[src/rtl/mpkt_reasm.sv]
module mpkt_reasm #(
  parameter int NS  = 4,
  parameter int UPK = 63
) (
  input  logic          clk,
  input  logic          rst_n,
  input  logic          in_valid,
  input  logic [31:0]   in_word,
  output logic          in_ready,
  input  logic          clr_flags,
  output logic          out_valid,
  output logic [7:0]    out_byte,
  output logic [$clog2(NS)-1:0] out_stream,
  output logic          out_sop,
  output logic          out_eop,
  output logic [NS-1:0] loss_flags,
  output logic          ovf_flag
);
  localparam int SW   = $clog2(NS);
  localparam int POSW = $clog2(UPK);

  logic [POSW-1:0] pos   [NS];
  logic [2:0]      lastc [NS];
  logic [NS-1:0]   seen;

  logic            busy;
  logic [1:0]      bidx, nb;
  logic [23:0]     hold;
  logic [SW-1:0]   ostr;
  logic [POSW-1:0] opos;

  wire [2:0]      sid1   = in_word[31:29];
  wire            sid_ok = (sid1 >= 3'd1) && (sid1 <= 3'(NS));
  wire [SW-1:0]   sid    = SW'(sid1 - 3'd1);
  wire            st     = in_word[25];
  wire [2:0]      wcnt   = in_word[28:26];
  wire            take   = in_valid && in_ready && sid_ok;
  wire [POSW-1:0] cur    = st ? '0 : pos[sid];
  wire            keep   = take && (st || pos[sid] != '0);
  wire            lupk   = (cur == POSW'(UPK - 1));
  wire            mism   = seen[sid] && (wcnt != lastc[sid] + 3'd1);
  wire            lastb  = busy && (bidx == nb - 2'd1);
  wire [NS-1:0]   sel    = NS'(1) << sid;

  assign in_ready   = !busy || lastb;
  assign out_valid  = busy;
  assign out_stream = ostr;
  assign out_byte   = (bidx == 2'd0) ? hold[23:16] :
                      (bidx == 2'd1) ? hold[15:8]  : hold[7:0];
  assign out_sop    = busy && opos == '0 && bidx == 2'd0;
  assign out_eop    = lastb && opos == POSW'(UPK - 1);

  always_ff @(posedge clk) begin
    if (!rst_n) begin
      busy       <= 1'b0;
      bidx       <= '0;
      nb         <= 2'd3;
      hold       <= '0;
      ostr       <= '0;
      opos       <= '0;
      seen       <= '0;
      loss_flags <= '0;
      ovf_flag   <= 1'b0;
      for (int i = 0; i < NS; i++) begin
        pos[i]   <= '0;
        lastc[i] <= '0;
      end
    end else begin
      if (keep) begin
        hold       <= in_word[23:0];
        ostr       <= sid;
        opos       <= cur;
        nb         <= lupk ? 2'd2 : 2'd3;
        busy       <= 1'b1;
        bidx       <= '0;
        pos[sid]   <= lupk ? '0 : cur + POSW'(1);
        lastc[sid] <= wcnt;
        seen[sid]  <= 1'b1;
      end else if (busy) begin
        if (lastb) busy <= 1'b0;
        else       bidx <= bidx + 2'd1;
      end
      loss_flags <= (clr_flags ? '0 : loss_flags) | ((keep && mism) ? sel : '0);
      ovf_flag   <= (clr_flags ? 1'b0 : ovf_flag) | (keep && in_word[24]);
    end
  end


  loss_sticky_chk: assert property (@(posedge clk) disable iff (!rst_n)
    !clr_flags |=> (($past(loss_flags) & ~loss_flags) == '0));

  ovf_sticky_chk: assert property (@(posedge clk) disable iff (!rst_n)
    !clr_flags && ovf_flag |=> ovf_flag);

  ready_hold_chk: assert property (@(posedge clk) disable iff (!rst_n)
    out_valid && !in_ready |=> out_valid);

  stream_stable_chk: assert property (@(posedge clk) disable iff (!rst_n)
    out_valid && !in_ready |=> $stable(out_stream));

  sop_eop_excl_chk: assert property (@(posedge clk) disable iff (!rst_n)
    out_sop |-> !out_eop);

  ignore_chk: assert property (@(posedge clk) disable iff (!rst_n)
    in_valid && in_ready && (in_word[31:29] == 3'd0 || in_word[31:29] > 3'(NS)) |=> !out_valid);
endmodule

[config.mk]
export PLATFORM = sky130hd
export DESIGN_NAME = mpkt_reasm
export DESIGN_NICKNAME = d
export VERILOG_FILES = /design/src/rtl/mpkt_reasm.sv
export SDC_FILE = /design/constraint.sdc
export NUM_CORES = 1
export LEC_CHECK = 0
export BUFFER_PORTS_ARGS = -buffer_cell sky130_fd_sc_hd__buf_4
export CAP_MARGIN = 5
export CORE_UTILIZATION = 23
export CTS_CLUSTER_DIAMETER = 50
export DETAILED_ROUTE_END_ITERATION = 8
export PLACE_DENSITY_LB_ADDON = 0.05
export SYNTH_ARGS = -nofsm -noshare
export SYNTH_HDL_FRONTEND = slang
export SYNTH_SLANG_ARGS = --single-unit
[constraint.sdc]
create_clock -name clk -period 3.1 [get_ports clk]
set_input_delay 0.31 -clock clk [delete_from_list [all_inputs] [get_ports clk]]
set_output_delay 0.31 -clock clk [all_outputs]
set_load 0.02 [all_outputs]
=== Word level (Yosys, flattened, before mapping) ===
Memory sizes are Yosys's and may differ from the RTL's.
Index checks and enable logic that the tools add are counted.

* Output and inout bits: 19
* Logic and storage cells: 78
* Bits in writable memories: 36
* Flip-flop bits (word level): 46
* Memories kept: 2
* Input port bits: 36
* Memory bits (read-only): 0
* Latch bits: 0

* Magnitude comparators: 4
* Equality and inequality tests: 5
* Multiply operators: 0
* Shifts and indexed selects: 1
* Bitwise gates (word level): 5
* Div/mod/pow operators: 0
* Multiplexer cells: 25
* Add/subtract/negate cells: 5
* Reduce and logical (&&, ||, !) cells: 22

{| class="wikitable"
|+ Memory list
! name !! depth !! width !! read ports !! clocked after Yosys merged registers in !! wr ports !! RTL line !! source
|-
| pos || 4 || 6 || 1 || 0 || 4 || 22 || <nowiki>logic [POSW-1:0] pos [NS];</nowiki>
|-
| lastc || 4 || 3 || 1 || 0 || 4 || 23 || <nowiki>logic [2:0] lastc [NS];</nowiki>
|}

{| class="wikitable"
|+ Operator list
! cell !! count
|-
| 2-to-1 mux 6 bit || 3
|-
| 2-to-1 mux 8 bit || 2
|-
| 2-to-1 mux 1 bit || 13
|-
| == test 6 bit, second input constant || 2
|-
| logical AND 1 bit || 12
|-
| 2-to-1 mux 4 bit || 2
|-
| OR 4 bit || 2
|-
| adder 6 x 1 -> 6 bit, second input constant || 1
|-
| zero test 6 bit || 1
|-
| nonzero test 6 bit || 1
|-
| OR reduction 6 bit || 1
|-
| 2-to-1 mux 2 bit || 2
|-
| << shifter 1 x 2 -> 4 bit, first input constant || 1
|-
| subtractor 2 x 1 -> 2 bit, second input constant || 2
|-
| adder 3 x 1 -> 3 bit, second input constant || 1
|-
| greater-or-equal comparator 3 x 1 -> 1 bit, second input constant || 1
|-
| less-or-equal comparator 3 bit, second input constant || 1
|-
| < comparator 2 x 3 -> 1 bit, second input constant || 1
|-
| 2-to-1 mux 3 bit || 1
|-
| inequality test 3 bit || 1
|-
| OR reduction 3 bit || 1
|-
| adder 2 x 1 -> 2 bit, second input constant || 1
|-
| binary-select mux 1 bit (select 2 bit) || 1
|-
| demux 1 bit (select 2 bit) || 1
|-
| 10 further kinds || 12
|}

=== Logic depth before layout (Yosys ltp) ===
* Depth after elaboration: 12
* Gate-level depth with buffers: 14

=== Worst setup path before layout ===
OpenSTA, ideal clock, no wires.

* Kind: input port to flip-flop
* Start: input port in_word[29]
* End: memory lastc[3][0], enable pin
* Data arrival time: 2.933 ns
* Required time: 2.710 ns
* Slack: -0.223 ns
* Setup time: 0.390 ns
* Stages on the path: 10
* Path through: buf_6 buf_2 inv_1 ha_1 clkbuf_1 mux4_2 or3_1 o211ai_2 buf_2 o31ai_1

{| class="wikitable"
|+ RTL lines
! item !! RTL line !! source
|-
| start: declaration || 8 || <nowiki>input logic [31:0] in_word,</nowiki>
|-
| end: declaration || 23 ||
|}

==> reports/qor.csv <==
stage,metric,value,unit
finish,final_util,30.4,%
clock_network,postCtsHoldBufs,0,
detailed_routing,first_iter_violations,119,
detailed_routing,drtAntennaViolNets,0,
yosys,yosysWarnings,0,
yosys,synth_nets,349,
yosys,async_flop_share,0,%
die,dieArea,0.0161,mm²
place,gp_congestion,0.685,
timing,tightest_slew,0.576,ns
worst_setup_path,critPathLaunchType,primary input,
timing,setup_viol,0,
die,die_width,127,µm
global_route,grt_use_total,12.9,%
yosys,synth_edf_count,36,
detailed_routing,drcViolationCount,0,
finish,n_antenna_cell,0,
timing,max_freq,373,MHz
finish,finish.net_count,419,
clock_network,cts_max_level,3,
min_path,hold_class,primary input to flip-flop,
detailed_routing,via_per_inst,4.51,
global_route,grt_pass1_vias,2743,
clock_network,cts_setup_buffers,0,
power_and_ir_drop,pwr_density_cell,582,mW/mm²
run_status,status,completed,
clock_network,tritoncts,yes,
die,ios,55,
die,initial_core_util,23.6,%
power_and_ir_drop,p_seq_share,44.5,%
die,core,0.0152,mm²
finish,fillerInstances,1587,
worst_setup_path,critPathMaxFanout,9,
place,dp_hpwl,6.61,mm
finish,syn_to_final_growth,28.7,%
clock_network,cts_buffers,9,
power_and_ir_drop,total_power,2.69,mW
job,max-cap-violations,0,
yosys,synth-seq-cells,81,
detailed_routing,via_count,2550,
timing,fin_crit,2.68,ns
power_and_ir_drop,swShare,25.0,%
timing,relSlewSlack,61.6,%
yosys,synthCells,303,
clock_network,clock-sinks,81,
power_and_ir_drop,irDropWorstVdd,0.353,mV
clock_network,clkSlewWorstSetupHoldPaths,0.06,ns
detailed_routing,wirelength,9.49,mm
global_route,grt_pass1_wl,15.5,mm
die,die_y,127,µm
power_and_ir_drop,p_comb_share,14.7,%
worst_setup_path,cp.arrival,2.78,ns
yosys,syn-cell-area,0.00359,mm²
yosys,synthDistinctLibCells,44,
global_route,grt-ovfl-total,0,
yosys,synth_ff_type,dfxtp_1,
finish,final_cells,566,
clock_network,clock_latency,0.35,ns
yosys,seq_area_frac_synth,55.2,%
detailed_routing,first_pass_iters,4,
power_and_ir_drop,p_int,2.02,mW
yosys,syn-mean-instance-area,11.9,µm²
place,dp.cells,550,
place,io_buffers,54,
global_route,antenna_found_initial,0,
worst_setup_path,required,3.20,ns
global_route,grt_max_degree,33,
power_and_ir_drop,switchingPower,672,µW
timing,rsz0062_at_grt,no,
worst_setup_path,crit_type,primary input to flip-flop,
timing,hold_violations,0,
detailed_routing,wl_per_cell,16.8,µm
timing,period_share,86.5,%
clock_network,clockBufferDepth,2,
finish,layout-drive-gt1-share,29.1,%
clock_network,ctsResizeCount,0,
timing,skew,0.0108,ns
clock_network,root_buffer,clkbuf_16,
timing,slew_viol_final,0,
worst_setup_path,endpoint_kind,flip-flop,
power_and_ir_drop,leakage,1.81,nW
die,row_count,45,
power_and_ir_drop,clock_power_share,40.8,%
cells in the mapped netlist (2+ instances only):
cell type | instances | area, µm²
dfxtp_1 | 45 | 901
edfxtp_1 | 36 | 1080
a22o_1 | 31 | 272
nand2_1 | 22 | 82.6
nor2_1 | 20 | 75.1
nor3_1 | 16 | 80.1
o21ai_0 | 15 | 75.1
inv_1 | 11 | 41.3
ha_1 | 10 | 125
mux4_2 | 10 | 225
nand3_1 | 10 | 50.1
clkbuf_1 | 8 | 30.0
mux2i_1 | 8 | 80.1
xnor2_1 | 7 | 61.3
o31ai_1 | 5 | 37.5
buf_6 | 4 | 45.0
nor4_1 | 4 | 25.0
buf_2 | 3 | 15.0
buf_4 | 3 | 22.5
nand2b_1 | 3 | 18.8
nand3b_1 | 3 | 22.5
nor2b_1 | 3 | 18.8
a21oi_1 | 2 | 10.0
and3_1 | 2 | 12.5
nand4_1 | 2 | 12.5
xor2_1 | 2 | 17.5
cell families after synthesis:
family                     share of synthesized area, %
adders and majority gates                          3.48
AOI/OAI and AO/OA                                  12.8
muxes                                              8.81
buffers and inverters                              4.39
and+or+nand+nor                                    13.1
xor gates and xnor gates                           2.19
DFF                                                55.2
flip-flops by register name (all words and copies together), names as in the netlist, 2 cells and up:
name and count:
bidx 2, hold 24, lastc 12, loss_flags 4, opos 6, out_stream 2, pos 24, seen 4
critical path: stages:
cell,delay [ns]
buf_4,0.10
inv_1,0.07
ha_1,0.52
mux4_2,0.39
or4_4,0.54
o211a_1,0.41
buf_4,0.23
nand3_1,0.16
nor2_1,0.07
path summary, 6_finish.rpt:
path               start          end  slack [ns]  cells after the start
max          in_word[30]  lastc[1][0]        0.42                      9
min          in_word[16]     hold[16]        0.18                      2
max reg2reg    pos[0][5]  lastc[1][0]        0.59                      6
min reg2reg      seen[0]      seen[0]        0.45                      2
cells in the final DEF, fill, tap and decap left out, types with 2 or more instances in the layout:
cell        n
buf_4      77
nor2b_1     3
nand2_1    22
dfxtp_1    45
xor2_1      2
nor2_1     20
mux4_2     10
nor3_1     16
nand2b_1    3
ha_1       10
a21oi_1     2
xnor2_1     7
nand3b_1    3
o21ai_0    14
and3_1      2
nor4_1      4
clkbuf_16   9
clkbuf_8    2
nand3_1    10
inv_1      11
edfxtp_1   36
mux2i_1     8
a22o_1     31
o31ai_1     5
nand4_1     2
stage by stage:
step | setup WS, ns | hold WS (ns) | instance area, µm² | TNS, ns
final | 0.419 | 0.180 | 4620 | 0
after global placement | 0.0343 | 0.433 | 4320 | 0
after CTS | 0.391 | 0.167 | 4620 | 0
after floorplan | -0.101 | 0.420 | 3600 | -2.65
after global routing | 0.279 | 0.170 | 4620 | 0
after detailed placement | 0.0233 | 0.443 | 4320 | 0
metal layers:
layer / global-route usage (%) / part of all wire [%] / routed length, µm / vias to the layer above
li1: - / - / - / 1272
met1: 16.4 / 47 / 4430 / 1221
met2: 20.8 / 47 / 4490 / 46
met3: 3.56 / 4.5 / 423 / 11
met4: 5.04 / 1.6 / 151 / 0
met5: 0 / 0 / 0 / -
power groups by stage:
stage	Sequential (mW)	Combinational, mW	Clock [mW]
floorplan	1.22	0.233	0
global placement	1.22	0.403	0
detailed placement	1.22	0.402	0
CTS	1.20	0.405	1.14
global route	1.21	0.438	1.17
finish	1.20	0.395	1.10
layout make-up:
cell class,instances,area (µm²),share of cell area (%)
multi-input combinational,192,1460,31.6
tap,188,235,5.09
clock buffer,12,256,5.55
inverter,11,41.3,0.893
timing repair buffer,78,598,12.9
clock inverter,4,50.0,1.08
sequential,81,1980,42.9
(Power assumes the default switching activity.)
